$ cat config.mk
export PLATFORM = sky130hd
export DESIGN_NAME = leb_window
export DESIGN_NICKNAME = d
export VERILOG_FILES = /design/src/rtl/leb_pkg.sv /design/src/rtl/leb_len_decode.sv /design/src/rtl/leb_timer.sv /design/src/rtl/leb_mask.sv /design/src/rtl/leb_window.sv
export SDC_FILE = /design/constraint.sdc
export NUM_CORES = 1
export LEC_CHECK = 0
export ABC_AREA = 1
export BUFFER_PORTS_ARGS = -buffer_cell sky130_fd_sc_hd__buf_2
export CORE_MARGIN = 2
export CORE_UTILIZATION = 40
export CTS_CLUSTER_DIAMETER = 100
export DETAILED_ROUTE_END_ITERATION = 10
export GPL_TIMING_DRIVEN = 0
export PLACE_DENSITY = 0.68
export SYNTH_ARGS = -nofsm -noshare
export SYNTH_HDL_FRONTEND = slang
export SYNTH_SLANG_ARGS = --single-unit
$ cat constraint.sdc
create_clock -name clk -period 2.16 [get_ports clk]
set_clock_uncertainty 0.2 [all_clocks]
set_input_delay 0.432 -clock clk [delete_from_list [all_inputs] [get_ports clk]]
set_output_delay 0.432 -clock clk [all_outputs]
set_load 0.01 [all_outputs]
$ cat src/rtl/leb_pkg.sv
package leb_pkg;
    localparam int CTRL_W    = 16;
    localparam int FIELD_LSB = 3;
    localparam int FIELD_W   = 7;
    localparam int NUM_LANES = 2;
    localparam int FIELD_MAX = (1 << FIELD_W) - 1;

    typedef logic [FIELD_W-1:0] steps_t;
endpackage

$ cat src/rtl/leb_len_decode.sv
module leb_len_decode #(
    parameter int CYCLES_PER_STEP = 2,
    parameter int CNT_W           = 8
) (
    input  logic [leb_pkg::CTRL_W-1:0] ctrl_word,
    output logic [CNT_W-1:0]           len_cycles
);
    import leb_pkg::*;

    steps_t steps;

    always_comb begin
        // only bits 9:3 carry the length
        steps      = ctrl_word[FIELD_LSB +: FIELD_W];
        len_cycles = CNT_W'(steps) * CNT_W'(CYCLES_PER_STEP);
    end
endmodule

$ cat src/rtl/leb_timer.sv
module leb_timer #(
    parameter int CNT_W = 8
) (
    input  logic             clk,
    input  logic             rst_n,
    input  logic             start,
    input  logic [CNT_W-1:0] len_cycles,
    output logic             active
);
    typedef struct packed {
        logic [CNT_W-1:0] rem;
    } tstate_t;

    tstate_t st_d, st_q;

    always_comb begin
        st_d = st_q;
        if (start) begin
            // a pulse reloads (or clears) the remaining time
            if (len_cycles == '0) st_d.rem = '0;
            else                  st_d.rem = len_cycles - 1'b1;
        end else if (st_q.rem != '0) begin
            st_d.rem = st_q.rem - 1'b1;
        end
        active = (start && (len_cycles != '0)) || (!start && (st_q.rem != '0));
    end

    always_ff @(posedge clk or negedge rst_n) begin
        if (!rst_n) st_q <= '0;
        else        st_q <= st_d;
    end
endmodule

$ cat src/rtl/leb_mask.sv
module leb_mask #(
    parameter int LANES = 2
) (
    input  logic             active,
    input  logic [LANES-1:0] raw,
    output logic [LANES-1:0] masked
);
    for (genvar i = 0; i < LANES; i++) begin : g_lane
        assign masked[i] = raw[i] & ~active;
    end
endmodule

$ cat src/rtl/leb_window.sv
module leb_window #(
    parameter int CYCLES_PER_STEP = 2
) (
    input  logic                       clk,
    input  logic                       rst_n,
    input  logic                       cycle_start,
    input  logic [leb_pkg::CTRL_W-1:0] ctrl_word,
    input  logic                       cur_raw,
    input  logic                       flt_raw,
    output logic                       cur_blanked,
    output logic                       flt_blanked,
    output logic                       blank_active
);
    import leb_pkg::*;

    localparam int MAX_CYC = FIELD_MAX * CYCLES_PER_STEP;
    localparam int CNT_W   = $clog2(MAX_CYC + 1);

    logic [CNT_W-1:0]     len_cycles;
    logic [NUM_LANES-1:0] raw_v;
    logic [NUM_LANES-1:0] out_v;

    leb_len_decode #(.CYCLES_PER_STEP(CYCLES_PER_STEP), .CNT_W(CNT_W)) u_dec (
        .ctrl_word  (ctrl_word),
        .len_cycles (len_cycles)
    );

    leb_timer #(.CNT_W(CNT_W)) u_tmr (
        .clk        (clk),
        .rst_n      (rst_n),
        .start      (cycle_start),
        .len_cycles (len_cycles),
        .active     (blank_active)
    );

    assign raw_v = {flt_raw, cur_raw};

    leb_mask #(.LANES(NUM_LANES)) u_msk (
        .active (blank_active),
        .raw    (raw_v),
        .masked (out_v)
    );

    assign cur_blanked = out_v[0];
    assign flt_blanked = out_v[1];
endmodule

# Yosys cells after proc, flatten, opt, wreduce, memory -nomap -nowiden
# Index checks and enable logic that the tools add are counted.
word_totals:
  out_inout_bits: 3
  register_bits: 8
op_classes:
  n_reduce_logical: 8
  bitwise_logic: 3
  mux: 3
  addsub: 2
op_table:
  columns: ["op", "count"]
  rows:
  - ["8-bit 2-to-1 mux", 3]
  - ["8-bit nonzero test", 2]
  - ["8-bit by 1-bit subtractor with 8-bit output (second input constant)", 2]
  - ["8-bit logical NOT", 1]
  - ["1-bit AND", 2]
  - ["1-bit logical AND", 2]
  - ["2-bit nonzero test", 1]
  - ["1-bit logical NOT", 1]
  - ["1-bit logical OR", 1]
  - ["1-bit inverter", 1]

# Logic depth before layout (Yosys ltp)
# Gate-level depths: netlist of run 1.
logic_depth:
  word_depth: 5
  mapped_depth: 9
  mapped_depth_nobuf: 9

# Hierarchy
# A second synthesis of run 1 with hierarchy kept.
unflattened:
  cells_unflattened: 124
  area_unflattened_um2: 830.8
by_module_without_submodules:
  columns: ["module", "area_each_um2", "instances", "cells_per_inst", "seq_area_each_um2"]
  rows:
  - ["leb_timer", 752.0, 1, 111, 200.2]
  - ["leb_len_decode", 63.8, 1, 9, 0.0]
  - ["leb_mask", 15.0, 1, 4, 0.0]

# Least setup slack after synthesis of run 1
# No wires, ideal clock.
synth_path:
  kind: "in2out"
  start: "input ctrl_word[3] in the netlist's numbering"
  end: "output cur_blanked"
  path_stages: 8
  arrival_ns: 1.382
  n_path_buf: 0
  slack_ns: 0.146
  path_cell_list: "inv_1 ha_1 nand3_1 nor2_2 nor2_4 inv_2 o21ai_2 nor2_1"
synth_via:
  elab_chain_cells: 5
synth_lines:
  columns: ["item", "line_no", "rtl"]
  rows:
  - ["start, declared", "leb_window.sv:7", "input logic [leb_pkg::CTRL_W-1:0] ctrl_word,"]
  - ["8-bit nonzero test", "leb_timer.sv:25", "active = (start && (len_cycles != '0)) || (!start && (st_q.rem != '0));"]
  - ["1-bit logical AND", "leb_timer.sv:25", null]
  - ["1-bit logical OR", "leb_timer.sv:25", null]
  - ["net blank_active", "leb_window.sv:12", "output logic blank_active"]
  - ["1-bit inverter", "leb_mask.sv:9", "assign masked[i] = raw[i] & ~active;"]
  - ["1-bit AND", "leb_mask.sv:9", null]
  - ["end, declared", "leb_window.sv:10", "output logic cur_blanked,"]
# The timed path passes the listed nets, and every way through them passes these cells.

# Worst setup path in the final report of run 1
layout_path:
  start: "register u_tmr.st_q[1] in the netlist's numbering"
  end: "output flt_blanked"
layout_via:
  elab_chain_cells: 5
layout_lines:
  columns: ["item", "line_no", "rtl"]
  rows:
  - ["start, declared", "leb_timer.sv:14", "tstate_t st_d, st_q;"]
  - ["start signal, assigned", "leb_timer.sv:30", "else st_q <= st_d;"]
  - ["8-bit nonzero test", "leb_timer.sv:25", null]
  - ["1-bit logical AND", "leb_timer.sv:25", null]
  - ["1-bit logical OR", "leb_timer.sv:25", null]
  - ["1-bit inverter", "leb_mask.sv:9", null]
  - ["1-bit AND", "leb_mask.sv:9", null]
  - ["end, declared", "leb_window.sv:11", "output logic flt_blanked,"]
# No other way between the ends.

==> results.md, run 1 <==
- Status: complete, no violations
- CTS tree: done
- Combinational share of power: 0.356
- Slew headroom: 0.8253
- H-Tree Depth: 1
- Largest net degree at the start of global routing: 9
- First-pass iteration count of the detailed router: 4
- Area growth, synth to finish: 29.28%
- Root buffer cell: clkbuf_4
- Residual DRC: 0
- Minimum clock period: 2.111 ns
- Gr usage total: 0.1599
- Clock share of power: 0.233
- Sink Count: 8
- Routed WL per cell: 10.71 um
- Seq pwr share: 0.411
- #FFs+latches synth: 8
- Cell Count, Final, Fillers Out: 162
- Largest regs: u_tmr.st_q: 8 flops
- Post-Syn Area: 730.7 um2
- Die area: 0.002185 mm2
- Multi-input logic area: 466.7 um2
- Layout cells sized above 1: 0.3212
- Initial DRC Count: 10
- WL final: 1735 um
- Vias in the first global route: 646
- Sw Share: 0.3501
- Placed insts: 152
- FF/Latch Area: 200.2 um2
- Mapped Nets: 137
- Worst Setup Start Kind: register
- Wire length of the first global-routing pass: 2504 um
- Max Clk Rate: 0.4738 GHz
- Die Ht: 46.74 um
- Count of cell types in the netlist: 23
- Top reg by flops: u_tmr.st_q
- Ant. Diodes: 0
- Max FFs per register: 8
- Hold Path Class: primary input to register
- Initial antenna violation count: 0
- I/O Buffers: 14
- Worst-path clk slew: 0.05 ns
- Crit-path max FO: 4
- Pint: 302.4 uW
- DRT antenna net count: 0
- I/O Pins: 24
- MaxCap Viol Count: 0
- Final Hold Fails: 0
- TritonCTS buffer count: 3
- Total power draw: 465.3 uW
- Core area: 0.001727 mm2
- Post-Syn Instances: 113
- Final-report setup violation count: 0
- Power density cells: 492.6 mW/mm2
- Worst-Margin Slew: 0.2611 ns
- Nets: 163
- Setup WS post-layout: 0.04936 ns
- Pre-CTS WS: -0.07851 ns
- Setup crit end kind: primary output
- Vias per cell: 4.802
- Worst VDD drop: 197.2 uV
- Skew-Pair Late Insertion Delay: 0.25 ns
- Crit Path Class: register to primary output
- Tcrit/Tclk final: 0.9771
- Req. time, crit path: 1.53 ns
- Gpl congestion: 0.7623
- Sw Pwr: 162.9 uW
- Top post-synthesis cells by area: dfrtp_1, nand2_1, nand3_1, inv_1, nor2_1
- Row count: 15
- Maximum clock path buffer count: 2
- Grt ovf: 0
- Worst EP arrival: 1.48 ns
- Sequential share of the synthesized area: 0.2740
- Detailed-route via count: 778
- Leakage dissipation: 0.5020 nW
- Average size of a mapped cell: 6.466 um2
- Slew Viols, Final: 0
- Fill count: 183
- DP HPWL: 1310 um
- Synth area leader: dfrtp_1
- Yosys warning count: 0
- Post-synth top area share: 0.2740
- Initial Utilization: 0.4232
- Die width: 46.74 um
-- power by group through the flow --
stage	combinational (mW)	clock [mW]	sequential [mW]
2_1_floorplan	0.102	0	0.186
3_3_place_gp	0.137	0	0.190
3_5_place_dp	0.141	0	0.192
4_1_cts	0.145	0.113	0.189
5_1_grt	0.184	0.122	0.193
6_report	0.166	0.108	0.191
-- stage by stage --
| stage | TNS [ns] | utilization | hold slack [ns] | area, um2 |
|---|---|---|---|---|
| global placement | -0.1078 | 0.4819 | 0.07553 | 832.0 |
| detailed placement | -0.1499 | 0.4819 | 0.07830 | 832.0 |
| finish | 0 | 0.5471 | 0.3049 | 944.7 |
| floorplan | 0 | - | -0.06359 | 730.7 |
| CTS | 0 | 0.5022 | 0.3039 | 867.1 |
| global route | -0.05228 | 0.5471 | 0.3166 | 944.7 |
-- area by class of cell --
type	count	share of cell area
Inverter	23	0.1046
Multi-Input combinational cell	82	0.4940
Tap cell	25	0.03311
Sequential cell	8	0.2119
Clock buffer	3	0.02384
Timing Repair Buffer	21	0.1325
-- per-layer routing --
metal | global-route usage | share of wire | up-vias
li1 | - | - | 404
met1 | 0.2009 | 0.43 | 351
met2 | 0.2750 | 0.53 | 17
met3 | 0 | 0.021 | 6
met4 | 0.1000 | 0.024 | 0
met5 | 0 | 0 | -
-- layout by cell type, fill, tap and decap left out, drive strengths merged --
cell	count
inv	22
nand3	16
nand2	28
o21ai	4
xor2	1
ha	3
a21oi	5
dlygate4sd3	1
dfrtp	8
nand4	4
clkinv	1
nor2	18
o211ai	1
buf	20
a21o	1
or2	1
clkbuf	3
-- worst max-delay path, stage by stage, from the launching register on --
cell	delay [ns]
dfrtp_1	0.41
inv_1	0.09
ha_2	0.18
nand3_2	0.09
nor2_4	0.16
o21ai_2	0.08
nor2_1	0.08
buf_2	0.13
-- timing repair --
action	CTS	global route
hold buffers	1	0
pin swaps	1	2
setup buffers	0	6
resized for setup	3	7
cloned	0	0
setup endpoints to repair	3	2
hold endpoints to repair	8	0
-- synth_stat cells --
library cell  number
dfrtp_1            8
xor2_1             1
nor2_1            13
nand2_4            1
nand2_2            1
clkinv_4           1
o21ai_1            1
nor2_4             2
inv_1             20
or2_2              1
a21oi_1            4
o211ai_2           1
nand4_1            4
nand2_1           26
a21oi_2            1
ha_1               3
nand3_1           16
o21ai_0            2
inv_4              1
inv_2              1
a21o_2             1
nor2_2             3
o21ai_2            1
-- kinds of logic (layout without fill, tap and decap cells) --
| kind of cell | Yosys count | count (layout) | synth area share |
|---|---|---|---|
| buffers and inverters | 23 | 47 | 0.1284 |
| xor gates and xnor gates | 1 | 1 | 0.01199 |
| DFF | 8 | 8 | 0.2740 |
| adders and majority gates | 3 | 3 | 0.05138 |
| and+or+nand+nor | 67 | 67 | 0.4332 |
| AOI/OAI and AO/OA | 11 | 11 | 0.1010 |
-- path summary, 6_finish.rpt --
path                            slack, ns  cells past startpoint            end     startpoint
worst min-delay path                 0.30                      4  u_tmr.st_q[3]   ctrl_word[5]
min in group asynchronous            0.39                      2  u_tmr.st_q[3]          rst_n
worst max-delay path                 0.05                      7    flt_blanked  u_tmr.st_q[1]
max in group asynchronous            1.21                      2  u_tmr.st_q[6]          rst_n
worst max register to register       0.60                      8  u_tmr.st_q[2]  u_tmr.st_q[1]
worst min register to register       0.45                      3  u_tmr.st_q[1]  u_tmr.st_q[1]
Note: power is estimated with default switching activity, not from simulation.
==> run 2: changes to the inputs <==
--- a/config.mk
+++ b/config.mk
@@ -8,11 +8,11 @@
 export ABC_AREA = 1
 export BUFFER_PORTS_ARGS = -buffer_cell sky130_fd_sc_hd__buf_2
 export CORE_MARGIN = 2
-export CORE_UTILIZATION = 40
+export CORE_UTILIZATION = 49
 export CTS_CLUSTER_DIAMETER = 100
 export DETAILED_ROUTE_END_ITERATION = 10
 export GPL_TIMING_DRIVEN = 0
-export PLACE_DENSITY = 0.68
+export PLACE_DENSITY = 0.9
 export SYNTH_ARGS = -nofsm -noshare
 export SYNTH_HDL_FRONTEND = slang
 export SYNTH_SLANG_ARGS = --single-unit
==> results.md, run 2 (synthesis results as in run 1) <==
- DRT antenna net count: 0
- Gpl congestion: 0.8737
- Worst-Margin Slew: 0.2736 ns
- Die width: 42.62 um
- I/O Pins: 24
- Tcrit/Tclk final: 0.9518
- Die Ht: 42.62 um
- Grt ovf: 0
- RR Endpoint: u_tmr.st_q[6]
- Largest net degree at the start of global routing: 9
- Fill count: 123
- Slew Viols, Final: 0
- Slew headroom: 0.8169
- Worst Setup Start Kind: primary input
- Minimum clock period: 2.056 ns
- WL final: 1814 um
- Final-report setup violation count: 0
- DP HPWL: 1341 um
- Die area: 0.001816 mm2
- Placed insts: 142
- MaxCap Viol Count: 0
- Power density cells: 509.3 mW/mm2
- Worst-path clk slew: 0.05 ns
- Total power draw: 486.2 uW
- Core area: 0.001350 mm2
- Setup WS post-layout: 0.1041 ns
- Routed WL per cell: 12.01 um
- Largest regs: u_tmr.st_q: 8 flops
- Worst VDD drop: 245.3 uV
- Maximum clock path buffer count: 2
- Hold Path Class: primary input to register
- Top reg by flops: u_tmr.st_q
- Row count: 13
- Initial DRC Count: 26
- Max FFs per register: 8
- Detailed-route via count: 819
- Worst EP arrival: 1.42 ns
- Vias per cell: 5.424
- Final hold slack: 0.2950 ns
- Wire length of the first global-routing pass: 2918 um
- Area after DPL: 819.5 um2
- Cell Count, Final, Fillers Out: 151
- Layout cells sized above 1: 0.3235
- Final Hold Fails: 0
- Status: complete, no violations
- Residual DRC: 0
- Initial antenna violation count: 0
- R2r setup slk: 0.56 ns
- Worst Hold Endpoint: u_tmr.st_q[3]
- Final Instance Area: 954.7 um2
- Root buffer cell: clkbuf_4
- Sink Count: 8
- CTS tree: done
- Leakage dissipation: 0.4992 nW
- Crit Path Class: primary input to primary output
- Crit-path max FO: 6
- Setup crit end kind: primary output
- Skew-Pair Late Insertion Delay: 0.26 ns
- Vias in the first global route: 700
- Initial Utilization: 0.5412
- H-Tree Depth: 1
- Hold Startpoint: ctrl_word[5]
- Hold Path Depth: 4
- I/O Buffers: 14
- Worst r2r path cells: 8
- Nets: 162
- Most common cell after layout, fill and taps aside: nand2_1
- RR Startpoint: u_tmr.st_q[0]
- Area growth, synth to finish: 30.65%
- Most frequent cells in the layout: nand2_1, inv_1, nand3_1, buf_2, nor2_1
- Req. time, crit path: 1.53 ns
- Ant. Diodes: 0
- First-pass iteration count of the detailed router: 5
- Gr usage total: 0.2201
- TritonCTS buffer count: 3
- Max Clk Rate: 0.4864 GHz
- Pre-CTS WS: -0.1010 ns
-- run 2: through the flow --
stage,TNS [ns],utilization
after floorplan,0,-
after global placement,-0.08458,0.6070
after detailed placement,-0.2211,0.6070
after CTS,0,0.6404
after global routing,-0.01229,0.7071
final,0,0.7071
-- run 2: worst max path at each step --
stage	from	to	slack [ns]	cells after the start
3_5_place_dp	ctrl_word[3]	flt_blanked	-0.10	10
6_report	ctrl_word[3]	cur_blanked	0.10	10
3_3_place_gp	ctrl_word[3]	cur_blanked	-0.04	10
4_1_cts	u_tmr.st_q[0]	flt_blanked	0.02	7
2_1_floorplan	ctrl_word[3]	cur_blanked	0.15	8
5_1_grt	ctrl_word[3]	cur_blanked	-0.01	10
-- run 2: what timing repair did --
| action | CTS | global route |
|---|---|---|
| hold buffers | 1 | 0 |
| endpoints found under the hold margin | 8 | 0 |
| gates resized for setup | 4 | 11 |
| pin swaps | 2 | 5 |
| setup buffers | 0 | 5 |
| setup endpoints to repair | 3 | 3 |
-- run 2: where the power goes --
part	switching (mW)	total (mW)	leakage, nW	internal (mW)
sequential	0.0214	0.191	0.0957	0.169
combinational	0.105	0.180	0.390	0.0750
clock	0.0517	0.115	0.0138	0.0636
-- run 2: layout make-up --
cell class | count | area [um2] | share of cell area
Multi-Input combinational cell | 82 | 496.7 | 0.5203
Sequential cell | 8 | 200.2 | 0.2097
Clock buffer | 3 | 22.52 | 0.02359
Timing Repair Buffer | 20 | 117.6 | 0.1232
Tap cell | 15 | 18.77 | 0.01966
Inverter | 23 | 98.84 | 0.1035
-- run 2: critical path, cell delays in order --
cell,delay (ns)
buf_2,0.11
inv_4,0.08
ha_4,0.16
nand3_4,0.09
nor2_4,0.14
nor2_4,0.05
inv_2,0.06
o21ai_2,0.06
nor2_1,0.09
buf_2,0.13
-- run 2: per-layer routing --
| metal | vias up | global-route usage | routed length, um |
|---|---|---|---|
| met5 | - | 0 | 0 |
| met1 | 377 | 0.2400 | 670 |
| met3 | 7 | 0.04310 | 69 |
| met2 | 25 | 0.3785 | 1024 |
| li1 | 410 | - | - |
| met4 | 0 | 0.1500 | 50 |
==> run 3: changes to the inputs <==
--- a/config.mk
+++ b/config.mk
@@ -8,11 +8,11 @@
 export ABC_AREA = 1
 export BUFFER_PORTS_ARGS = -buffer_cell sky130_fd_sc_hd__buf_2
 export CORE_MARGIN = 2
-export CORE_UTILIZATION = 49
+export CORE_UTILIZATION = 35
 export CTS_CLUSTER_DIAMETER = 100
 export DETAILED_ROUTE_END_ITERATION = 10
 export GPL_TIMING_DRIVEN = 0
-export PLACE_DENSITY = 0.9
+export PLACE_DENSITY = 0.71
 export SYNTH_ARGS = -nofsm -noshare
 export SYNTH_HDL_FRONTEND = slang
 export SYNTH_SLANG_ARGS = --single-unit
==> results.md, run 3 (synthesis results as in run 1) <==
- Slew Viols, Final: 0
- R2r setup slk: 0.64 ns
- Hold Path Class: primary input to register
- Die width: 49.69 um
- Combinational share of power: 0.348
- Core area: 0.001962 mm2
- CTS tree: done
- Final Instance Area: 932.1 um2
- Worst EP arrival: 1.45 ns
- Status: complete, no violations
- MaxCap Viol Count: 0
- Crit-path max FO: 4
- Final Hold Fails: 0
- Pre-CTS WS: -0.06818 ns
- Pint: 299.5 uW
- Largest stage delay, worst path: 0.41 ns
- Area growth, synth to finish: 27.57%
- Die area: 0.002469 mm2
- DRT antenna net count: 0
- Area after DPL: 834.6 um2
- Gr usage total: 0.1429
- Most common cell after layout, fill and taps aside: nand2_1
- Most frequent cells in the layout: nand2_1, inv_1, nand3_1, buf_2, nor2_1
- Gpl congestion: 0.7562
- RR Startpoint: u_tmr.st_q[1]
- Power density cells: 491.8 mW/mm2
- Final hold slack: 0.3049 ns
- Clock share of power: 0.238
- Largest regs: u_tmr.st_q: 8 flops
- Grt ovf: 0
- DP HPWL: 1271 um
- Critical path startpoint: u_tmr.st_q[1]
- Slew headroom: 0.8395
- I/O Buffers: 14
- Multi-input logic area: 459.2 um2
- WL final: 1621 um
- Vias per cell: 4.613
- Layout cells sized above 1: 0.3162
- Wire length of the first global-routing pass: 2725 um
- Maximum clock path buffer count: 2
- Detailed-route via count: 752
- Worst-path clk slew: 0.05 ns
- Ant. Diodes: 0
- Tcrit/Tclk final: 0.9645
- Skew-Pair Late Insertion Delay: 0.25 ns
- WP buf/inv: 2
- Initial Utilization: 0.3724
- Setup crit end kind: primary output
- H-Tree Depth: 1
- Worst VDD drop: 206.2 uV
- Req. time, crit path: 1.53 ns
- Row count: 16
- Top reg by flops: u_tmr.st_q
- Crit Path Class: register to primary output
- Nets: 162
- Setup WS post-layout: 0.07678 ns
- Seq pwr share: 0.414
- Worst-Margin Slew: 0.2398 ns
- Sw Share: 0.3467
- Die Ht: 49.69 um
- FF/Latch Area: 200.2 um2
- Initial antenna violation count: 0
- Worst Setup Start Kind: register
- Max Clk Rate: 0.4800 GHz
- Leakage dissipation: 0.4981 nW
- Largest net degree at the start of global routing: 9
- Max FFs per register: 8
- Routed WL per cell: 9.945 um
- First-pass iteration count of the detailed router: 4
- Minimum clock period: 2.083 ns
- Initial DRC Count: 13
- TritonCTS buffer count: 3
- Sw Pwr: 159.0 uW
- I/O Pins: 24
- Slowest cell on crit path: dfrtp_1
- Hold Startpoint: ctrl_word[5]
- Final-report setup violation count: 0
- Residual DRC: 0
- Vias in the first global route: 720
- Root buffer cell: clkbuf_4
- Kind of cell adding the most delay to the critical path: flip-flops
- Fill count: 219
- Sink Count: 8
- Critical path cell sequence: inv_2, ha_1, nand3_2, nor2_4, o21ai_2, nor2_1, buf_2
[run 3: per-stage QoR]
step	instances	utilization	setup TNS [ns]	power, mW
3_5_place_dp	154	0.4254	-0.1296	0.3326
2_1_floorplan	113	-	0	0.2887
4_1_cts	158	0.4432	0	0.4490
3_3_place_gp	154	0.4254	-0.08191	0.3268
6_report	163	0.4751	0	0.4585
5_1_grt	163	0.4751	-0.03020	0.4983
[run 3: final timing paths]
path / endpoint / depth (start not counted)
setup / recovery: flt_blanked / 7
hold / removal: u_tmr.st_q[3] / 4
setup reg to reg: u_tmr.st_q[7] / 8
hold reg to reg: u_tmr.st_q[7] / 4
max in group asynchronous: u_tmr.st_q[3] / 2
min in group asynchronous: u_tmr.st_q[4] / 2
[run 3: timing repair]
| action | in CTS | in global routing |
|---|---|---|
| endpoints found under the hold margin | 8 | 0 |
| gates resized for setup | 3 | 6 |
| pin swaps | 1 | 2 |
| setup endpoints to repair | 3 | 3 |
| hold buffers | 1 | 0 |
| buffers inserted | 0 | 5 |
| cloned | 0 | 0 |
[run 3: area by class of cell]
| class | instances | area share |
|---|---|---|
| inverter | 23 | 0.1060 |
| sequential | 8 | 0.2148 |
| multi-input combinational | 82 | 0.4926 |
| timing repair buffer | 20 | 0.1262 |
| tap | 27 | 0.03624 |
| clock buffer | 3 | 0.02416 |
[run 3: metal layers]
layer	up-vias	share of wire	track usage
met4	0	0.030	0.09722
met2	19	0.47	0.2422
met1	321	0.48	0.1717
met5	-	0	0
li1	406	-	-
met3	6	0.023	0.009091
[run 3: worst reg2reg max path, delay by kind of cell, from the launching register on]
kind                     cells  cell delay, ns
AND/OR/NAND/NOR              3            0.35
flip-flops                   1            0.41
adder cells (fa/ha/maj)      1            0.16
buffers and inverters        3            0.23
AO/OA/AOI/OAI                1            0.09
[run 3: power groups by stage]
stage / Clock [mW] / Combinational (mW) / Sequential, mW
2_1_floorplan: 0 / 0.102 / 0.186
3_3_place_gp: 0 / 0.137 / 0.190
3_5_place_dp: 0 / 0.142 / 0.191
4_1_cts: 0.116 / 0.145 / 0.188
5_1_grt: 0.125 / 0.181 / 0.193
6_report: 0.109 / 0.160 / 0.190
